`src/rtl/bootvec_sysctl_pkg.sv`:
```
package bootvec_sysctl_pkg;

    localparam int unsigned WORD_W = 32;

    // Byte offsets of the register window
    localparam logic [11:0] OFS_SWRST   = 12'h108;
    localparam logic [11:0] OFS_GRET    = 12'h10C;
    localparam logic [11:0] OFS_VTOR0   = 12'h110;
    localparam logic [11:0] OFS_VTOR1   = 12'h114;
    localparam logic [11:0] OFS_CPUWAIT = 12'h118;
    localparam logic [11:0] OFS_NMI     = 12'h11C;

    localparam int unsigned SWRST_BIT = 9;
    localparam int unsigned LOCK_BIT  = 0;
    localparam int unsigned VTOR_LSB  = 7;

    localparam int unsigned N_FLAGS = 2;

    typedef enum logic [2:0] {
        SEL_NONE    = 3'd0,
        SEL_SWRST   = 3'd1,
        SEL_GRET    = 3'd2,
        SEL_VTOR0   = 3'd3,
        SEL_HOLE    = 3'd4,
        SEL_CPUWAIT = 3'd5,
        SEL_NMI     = 3'd6
    } reg_sel_e;

    typedef struct packed {
        logic              valid;
        logic              we;
        reg_sel_e          sel;
        logic [WORD_W-1:0] wdata;
    } reg_access_t;

    function automatic logic [WORD_W-1:0] vtor_base(input logic [WORD_W-1:0] raw);
        logic [WORD_W-1:0] mask;
        mask = {{(WORD_W-VTOR_LSB){1'b1}}, {VTOR_LSB{1'b0}}};
        return raw & mask;
    endfunction

    function automatic logic [WORD_W-1:0] flag_word(input logic b);
        return {{(WORD_W-1){1'b0}}, b};
    endfunction

    function automatic logic sel_is_bad(input reg_sel_e s);
        return (s == SEL_NONE) || (s == SEL_HOLE);
    endfunction

endpackage

```
`src/rtl/sysctl_addr_decode.sv`:
```
module sysctl_addr_decode
    import bootvec_sysctl_pkg::*;
#(
    parameter int unsigned ADDR_W = 12
) (
    input  logic [ADDR_W-1:0] addr,
    output reg_sel_e          sel,
    output logic              bad
);

    logic [31:0] addr_ext;

    assign addr_ext = 32'(addr);

    always_comb begin
        sel = SEL_NONE;
        if      (addr_ext == 32'(OFS_SWRST))   sel = SEL_SWRST;
        else if (addr_ext == 32'(OFS_GRET))    sel = SEL_GRET;
        else if (addr_ext == 32'(OFS_VTOR0))   sel = SEL_VTOR0;
        else if (addr_ext == 32'(OFS_VTOR1))   sel = SEL_HOLE;
        else if (addr_ext == 32'(OFS_CPUWAIT)) sel = SEL_CPUWAIT;
        else if (addr_ext == 32'(OFS_NMI))     sel = SEL_NMI;
    end

    assign bad = sel_is_bad(sel);

endmodule

```
`src/rtl/sysctl_vtor_reg.sv`:
```
module sysctl_vtor_reg
    import bootvec_sysctl_pkg::*;
#(
    parameter logic [WORD_W-1:0] RST_VTOR = 32'h1000_0000
) (
    input  logic              clk,
    input  logic              rst,
    input  reg_access_t       acc,
    output logic [WORD_W-1:0] stored_q,
    output logic [WORD_W-1:0] init_vtor,
    output logic              locked_write_err
);

    localparam logic [WORD_W-1:0] RST_WORD = RST_VTOR & ~(WORD_W'(1) << LOCK_BIT);

    logic wr_hit;
    logic locked;

    assign wr_hit = acc.valid && acc.we && (acc.sel == SEL_VTOR0);
    assign locked = stored_q[LOCK_BIT];

    always_ff @(posedge clk) begin
        if (rst) begin
            stored_q         <= RST_WORD;
            locked_write_err <= 1'b0;
        end else begin
            locked_write_err <= wr_hit && locked;
            if (wr_hit && !locked) begin
                stored_q <= acc.wdata;
            end
        end
    end

    assign init_vtor = vtor_base(stored_q);

endmodule

```
`src/rtl/sysctl_ctrl_regs.sv`:
```
module sysctl_ctrl_regs
    import bootvec_sysctl_pkg::*;
#(
    parameter logic CPUWAIT_RST = 1'b0,
    parameter logic NMI_RST     = 1'b0
) (
    input  logic                clk,
    input  logic                rst,
    input  reg_access_t         acc,
    output logic [WORD_W-1:0]   gret_q,
    output logic [N_FLAGS-1:0]  flag_q,
    output logic                swreset_req
);

    logic wr;

    assign wr = acc.valid && acc.we;

    always_ff @(posedge clk) begin
        if (rst) begin
            gret_q      <= '0;
            swreset_req <= 1'b0;
        end else begin
            swreset_req <= wr && (acc.sel == SEL_SWRST) && acc.wdata[SWRST_BIT];
            if (wr && (acc.sel == SEL_GRET)) begin
                gret_q <= acc.wdata;
            end
        end
    end

    for (genvar g = 0; g < N_FLAGS; g++) begin : g_flag
        localparam reg_sel_e FSEL = (g == 0) ? SEL_CPUWAIT : SEL_NMI;
        localparam logic     FRST = (g == 0) ? CPUWAIT_RST : NMI_RST;
        always_ff @(posedge clk) begin
            if (rst) begin
                flag_q[g] <= FRST;
            end else if (wr && (acc.sel == FSEL)) begin
                flag_q[g] <= acc.wdata[0];
            end
        end
    end

endmodule

```
`src/rtl/bootvec_sysctl.sv`:
```
module bootvec_sysctl
    import bootvec_sysctl_pkg::*;
#(
    parameter int unsigned       ADDR_W      = 12,
    parameter logic [31:0]       RST_VTOR    = 32'h1000_0000,
    parameter logic              CPUWAIT_RST = 1'b0
) (
    input  logic              clk,
    input  logic              rst,
    input  logic              bus_sel,
    input  logic              bus_we,
    input  logic [ADDR_W-1:0] bus_addr,
    input  logic [31:0]       bus_wdata,
    output logic [31:0]       bus_rdata,
    output logic              bus_err,
    output logic [31:0]       init_vtor,
    output logic              swreset_req,
    output logic              cpu_wait,
    output logic              nmi_enable,
    output logic              locked_write_err
);

    reg_sel_e           dec_sel;
    logic               dec_bad;
    reg_access_t        acc;
    logic [WORD_W-1:0]  vtor_q;
    logic [WORD_W-1:0]  gret_q;
    logic [N_FLAGS-1:0] flag_q;

    sysctl_addr_decode #(.ADDR_W(ADDR_W)) u_dec (
        .addr (bus_addr),
        .sel  (dec_sel),
        .bad  (dec_bad)
    );

    assign acc.valid = bus_sel;
    assign acc.we    = bus_we;
    assign acc.sel   = dec_sel;
    assign acc.wdata = bus_wdata;

    sysctl_vtor_reg #(.RST_VTOR(RST_VTOR)) u_vtor (
        .clk              (clk),
        .rst              (rst),
        .acc              (acc),
        .stored_q         (vtor_q),
        .init_vtor        (init_vtor),
        .locked_write_err (locked_write_err)
    );

    sysctl_ctrl_regs #(.CPUWAIT_RST(CPUWAIT_RST), .NMI_RST(1'b0)) u_ctrl (
        .clk         (clk),
        .rst         (rst),
        .acc         (acc),
        .gret_q      (gret_q),
        .flag_q      (flag_q),
        .swreset_req (swreset_req)
    );

    assign cpu_wait   = flag_q[0];
    assign nmi_enable = flag_q[1];

    always_comb begin
        bus_rdata = '0;
        if (bus_sel && !bus_we) begin
            case (dec_sel)
                SEL_GRET:    bus_rdata = gret_q;
                SEL_VTOR0:   bus_rdata = vtor_q;
                SEL_CPUWAIT: bus_rdata = flag_word(flag_q[0]);
                SEL_NMI:     bus_rdata = flag_word(flag_q[1]);
                default:     bus_rdata = '0;
            endcase
        end
    end

    assign bus_err = bus_sel && dec_bad;

endmodule

```
`config.mk`:
```
export PLATFORM = sky130hd
export DESIGN_NAME = bootvec_sysctl
export DESIGN_NICKNAME = d
export VERILOG_FILES = /design/src/rtl/bootvec_sysctl_pkg.sv /design/src/rtl/sysctl_addr_decode.sv /design/src/rtl/sysctl_vtor_reg.sv /design/src/rtl/sysctl_ctrl_regs.sv /design/src/rtl/bootvec_sysctl.sv
export SDC_FILE = /design/constraint.sdc
export NUM_CORES = 1
export LEC_CHECK = 0
export BUFFER_PORTS_ARGS = -buffer_cell sky130_fd_sc_hd__buf_4
export CORE_UTILIZATION = 46
export DETAILED_ROUTE_END_ITERATION = 12
export HOLD_SLACK_MARGIN = 0.02
export PLACE_DENSITY = 0.81
export SLEW_MARGIN = 20
export SYNTH_ARGS = -nofsm -noshare
export SYNTH_HDL_FRONTEND = slang
export SYNTH_SLANG_ARGS = --single-unit
```
`constraint.sdc`:
```
create_clock -name clk -period 1.85 [get_ports clk]
set_clock_uncertainty 0.2 [all_clocks]
set_input_delay 0.0925 -clock clk [delete_from_list [all_inputs] [get_ports clk]]
set_output_delay 0.0925 -clock clk [all_outputs]
set_load 0.05 [all_outputs]
```
# --- Word level (Yosys, flattened, before mapping) ---
# Index checks and enable logic that the tools add are counted.
op_classes:
  eq_ne: 12
  n_reduce_logical: 15
  n_mux: 8
op_table:
  columns: ["cell", "count"]
  rows:
  - ["32-bit one-hot mux with 4 select lines", 1]
  - ["12-bit by 9-bit equality test with 1-bit output, second input constant", 6]
  - ["32-bit two-way mux", 1]
  - ["3-bit two-way mux", 6]
  - ["1-bit logical AND", 11]
  - ["3-bit equality test, second input constant", 3]
  - ["3-bit by 2-bit equality test with 1-bit output, second input constant", 2]
  - ["3-bit by 1-bit equality test with 1-bit output, second input constant", 1]
  - ["3-bit zero test", 1]
  - ["1-bit zero test", 2]
  - ["1-bit logical OR", 1]
word_totals:
  inputBits: 48
  out_inout_bits: 69
  register_bits: 68
  wordCells: 41

# --- Depth between registers and ports, before layout ---
depth:
  depth_word: 10
  ltp_mapped: 6
  depth_no_buf: 4

# --- Cells and area by module ---
# A second synthesis with hierarchy kept.
hier_totals:
  hier_cells: 435
  hier_area_um2: 4157.7
modules_own_cells:
  columns: ["module", "instances", "seq_area_each_um2", "area_per_inst_um2", "cells_per_inst"]
  rows:
  - ["sysctl_vtor_reg", 1, 660.6, 1669.1, 186]
  - ["sysctl_ctrl_regs", 1, 700.7, 1607.8, 152]
  - ["bootvec_sysctl", 1, 0.0, 779.5, 84]
  - ["sysctl_addr_decode", 1, 0.0, 101.3, 13]

# --- Worst setup path after synthesis ---
# No wires, ideal clock.
synth_timing:
  kind: "in2out"
  from: "in bus_addr[11]"
  to: "out bus_rdata[0]"
  cell_stages: 6
  required_time_ps: 1558
  t_arrival_ps: 2157
  n_path_buf: 2
  path_slack_ps: -599
  cell_sequence: "or4_1 -> buf_4 -> nor4_4 -> buf_6 -> nand2_1 -> a21oi_1"
synth_between:
  elab_chain_len: 10
  word_cells_on_any_way: 18
  classes_between: "eq/ne: 10; mux: 8"
synth_lines:
  columns: ["item", "line", "rtl"]
  rows:
  - ["from (decl)", "bootvec_sysctl.sv:12", "input logic [ADDR_W-1:0] bus_addr,"]
  - ["12-bit by 9-bit equality test with 1-bit output", "sysctl_addr_decode.sv:22", "else if (addr_ext == 32'(OFS_NMI)) sel = SEL_NMI;"]
  - ["3-bit two-way mux", "sysctl_addr_decode.sv:22", null]
  - ["3-bit two-way mux", "sysctl_addr_decode.sv:21", "else if (addr_ext == 32'(OFS_CPUWAIT)) sel = SEL_CPUWAIT;"]
  - ["3-bit two-way mux", "sysctl_addr_decode.sv:20", "else if (addr_ext == 32'(OFS_VTOR1)) sel = SEL_HOLE;"]
  - ["3-bit two-way mux", "sysctl_addr_decode.sv:19", "else if (addr_ext == 32'(OFS_VTOR0)) sel = SEL_VTOR0;"]
  - ["3-bit two-way mux", "sysctl_addr_decode.sv:18", "else if (addr_ext == 32'(OFS_GRET)) sel = SEL_GRET;"]
  - ["3-bit two-way mux (*)", "sysctl_addr_decode.sv:17", "if (addr_ext == 32'(OFS_SWRST)) sel = SEL_SWRST;"]
  - ["3-bit equality test or 3-bit by 2-bit equality test with 1-bit output (tied branches)", "bootvec_sysctl.sv:65", "case (dec_sel)"]
  - ["32-bit one-hot mux with 4 select lines (*)", "bootvec_sysctl.sv:65", null]
  - ["32-bit two-way mux (*)", "bootvec_sysctl.sv:64", "if (bus_sel && !bus_we) begin"]
  - ["to (decl)", "bootvec_sysctl.sv:14", "output logic [31:0] bus_rdata,"]
# Every way passes the cells marked *; elsewhere a longest branch is shown, timed or not.

# --- Worst setup path in the final report ---
layout_timing:
  from: "in bus_addr[11]"
  to: "out bus_rdata[26]"
# Same word-level chain as after synthesis.

==> impl_metrics.py <==
metrics = {
    "critical_path": {
        "cpPeakStageDelay_ns": 0.60,
        "slowest_stage": "or4_4",
        "worstPathArrival_ns": 1.77,
        "reg2reg_from": "u_vtor.stored_q[0]",
        "path_cells": "buf_6 > or4_4 > nor3_4 > buf_6 > nand4b_1 > a21oi_4 > buf_6",
        "r2r-end": "u_vtor.stored_q[24]",
        "cp-end-kind": "output port",
        "critPathMaxFanout": 8,
        "reg2reg_depth": 6,
        "regToRegSetupSlack_ns": 0.22,
        "startpoint": "bus_addr[11]",
        "crit_required_ns": 1.56,
        "path_common_cell": "buf_6",
        "crit_type": "in -> out",
        "startpoint_type": "input port",
    },
    "cts": {
        "insertion_delay_ns": 0.34,
        "clock-root-buffer": "clkbuf_8",
        "clock-sinks": 68,
        "clk_pin_slew_ns": 0.07,
        "cts_tree": "built",
        "cts_made_buffers": 9,
        "h-tree-depth": 3,
        "cts_buffer_depth": 2,
    },
    "drt": {
        "num_vias": 4034,
        "first_pass_iters": 7,
        "drc_errors": 0,
        "wl_um": 12500,
        "drt_iter0_drc": 192,
        "antenna_left": 0,
        "post_drt_wl_per_cell_um": 17.3,
        "viasPerCell": 5.60,
    },
    "sta": {
        "fin_crit_ns": 2.06,
        "max_freq_mhz": 485,
        "hold_viol": 0,
        "worst_slack_ns": -0.212,
        "period_share": 1.11,
        "drv_slew": 0,
        "setup_tns_ns": -5.77,
        "setup_violations": 33,
        "rsz0062_at_grt": "true",
    },
    "place": {
        "routabilityCongestion": 0.904,
        "dpl.hpwl_um": 7560,
        "io_buffers": 109,
    },
    "job": {
        "cap_viol_max_count": 0,
    },
    "cells_and_area": {
        "diodes": 0,
        "nFillCells": 534,
        "fin_nets": 661,
        "layout-drive-gt1-share": 0.371,
        "area_growth_pct": 58.5,
    },
    "floorplanning": {
        "start_util": 0.477,
        "ioPinCount": 117,
        "dieHeight_um": 91.8,
        "die_area_um2": 8420,
        "die_w_um": 91.8,
        "core.rowCount": 32,
        "core_area_um2": 7770,
    },
    "yosys": {
        "synth_area_per_cell_um2": 7.80,
        "synthesis.instances": 475,
        "seq_area_frac_synth": 0.367,
        "synth_cell_types": 40,
        "ys.warnings.count": 0,
        "ys_seq_elements": 68,
        "synth_area_um2": 3710,
    },
    "min_path": {
        "worstHoldStart": "bus_addr[9]",
        "holdPathEnd": "u_ctrl.flag_q[0]",
        "hp-class": "in -> reg",
        "hold_depth": 5,
    },
    "grt": {
        "grt_pass1_wl_um": 19300,
        "grt_max_degree": 62,
        "antenna_found_initial": 0,
        "grt-ovfl-total": 0,
        "grt_usage": 0.288,
        "grt_pass1_vias": 3943,
    },
    "power": {
        "leakagePower_nw": 2.17,
        "ir_worst_vdd_v": 0.000441,
        "total_power_w": 0.00292,
        "power_density_nw_per_um2": 497,
    },
    "outcome": {
        "violations": "negative setup slack",
        "run_status": "finished with violations",
    },
}
per-stage QoR:
step / cell area [µm²] / setup slack [ns] / hold WS [ns] / utilization / instances
2_1_floorplan: 4130 / -0.183 / 0.0346 / - / 481
3_3_place_gp: 5000 / -0.216 / 0.124 / 0.644 / 659
3_5_place_dp: 5000 / -0.256 / 0.128 / 0.644 / 659
4_1_cts: 5710 / -0.184 / 0.0429 / 0.735 / 713
5_1_grt: 5880 / -0.246 / 0.0930 / 0.756 / 720
6_report: 5880 / -0.212 / 0.0611 / 0.756 / 720
what timing repair did:
item                                    CTS  global route
hold buffers                             36             0
gates resized for setup                  43            22
endpoints found under the setup margin   33            43
endpoints found under the hold margin    67             0
buffers inserted                          2             4
gates cloned                              0             3
pin swaps                                 3             8
critical path: cells and delay by family:
kind	cells	cell delay (ns)
AOI/OAI and AO/OA	1	0.23
buffers and inverters	3	0.43
and+or+nand+nor	3	1.02
power breakdown:
| part | leakage [nW] | total, W | switching (W) | internal, W |
|---|---|---|---|---|
| Clock | 0.0889 | 0.00109 | 0.000575 | 0.000514 |
| Sequential | 0.547 | 0.00146 | 0.0000000552 | 0.00146 |
| Combinational | 1.53 | 0.000366 | 0.000192 | 0.000174 |
| Total | 2.17 | 0.00292 | 0.000767 | 0.00215 |
metal layers:
metal,part of all wire,track usage,vias to the layer above
li1,-,-,1891
met1,0.39,0.339,1926
met2,0.52,0.516,186
met3,0.061,0.0514,31
met4,0.029,0.116,0
met5,0,0,-
cells in the mapped netlist:
master	count	area (µm²)
a21oi_1	56	280
a21oi_2	10	87.6
a31oi_1	1	6.26
a32oi_1	1	8.76
and2_1	2	12.5
and3_1	1	6.26
and3b_1	2	17.5
and4_1	2	17.5
buf_1	1	3.75
buf_2	8	40.0
buf_4	33	248
buf_6	6	67.6
clkbuf_1	25	93.8
conb_1	1	3.75
dfxtp_1	68	1360
inv_1	2	7.51
inv_2	1	3.75
mux2_2	1	11.3
mux2i_1	31	310
nand2_1	96	360
nand2b_1	1	6.26
nand3_1	53	265
nand4_1	3	18.8
nand4b_1	12	105
nor2_1	8	30.0
nor2b_1	2	12.5
nor3_2	1	10.0
nor3_4	1	16.3
nor4_1	2	12.5
nor4_4	1	21.3
nor4b_4	1	23.8
nor4bb_1	1	10.0
o2111ai_1	1	8.76
o21a_1	1	7.51
o21ai_0	11	55.1
o21ai_1	23	115
or3_1	2	12.5
or3b_2	1	8.76
or4_1	1	7.51
or4bb_1	1	11.3
worst max-delay path by stage:
stage                               end  slack, ns  cells past startpoint
floorplan                 bus_rdata[10]      -0.18                      6
global placement          bus_rdata[28]      -0.22                      8
detailed placement  u_vtor.stored_q[22]      -0.26                      6
CTS                       bus_rdata[26]      -0.18                      7
global route               bus_rdata[6]      -0.25                      7
finish                    bus_rdata[26]      -0.21                      7
layout by cell type (no fill, tap or decap), drive strengths merged:
cell	synthesis	layout
or4bb	1	1
inv	3	3
dfxtp	68	68
or3b	1	1
clkinvlp	0	1
o2111ai	1	1
and3b	2	2
a21oi	66	66
or4	1	1
o21ai	34	34
and2	2	2
nor2	8	8
nor2b	2	2
mux2	1	1
a32oi	1	1
mux2i	31	31
clkinv	0	4
nor4	3	3
clkbuf	25	14
nor4bb	1	1
nor4b	1	1
dlygate4sd3	0	36
and3	1	1
nand4b	12	12
nand4	3	3
o21a	1	1
buf	48	155
a31oi	1	1
and4	2	2
conb	1	7
or3	2	2
nand2	96	96
nor3	2	2
nand3	53	53
nand2b	1	1
sequential cells by signal, summed over array words and instances, names as in the netlist:
register,count
u_ctrl.flag_q,2
u_ctrl.gret_q,32
u_ctrl.swreset_req,1
u_vtor.locked_write_err,1
u_vtor.stored_q,32
cells by family after synthesis:
kind of cell / Yosys count / share of synthesized area
muxes: 32 / 0.0868
DFF: 68 / 0.367
other: 1 / 0.00101
buffers and inverters: 76 / 0.125
AOI/OAI and AO/OA: 104 / 0.154
and+or+nand+nor: 194 / 0.266
layout make-up:
cell class / instances / area (µm²) / share of cell area
well taps: 102 / 128 / 0.0217
clock inverters: 5 / 27.5 / 0.00468
inverters: 3 / 11.3 / 0.00192
clock buffers: 11 / 141 / 0.0241
flip-flops and latches: 68 / 1360 / 0.232
repair buffers: 194 / 1870 / 0.318
multi-input cells: 337 / 2340 / 0.398
Note: power is estimated with default switching activity, not from simulation.
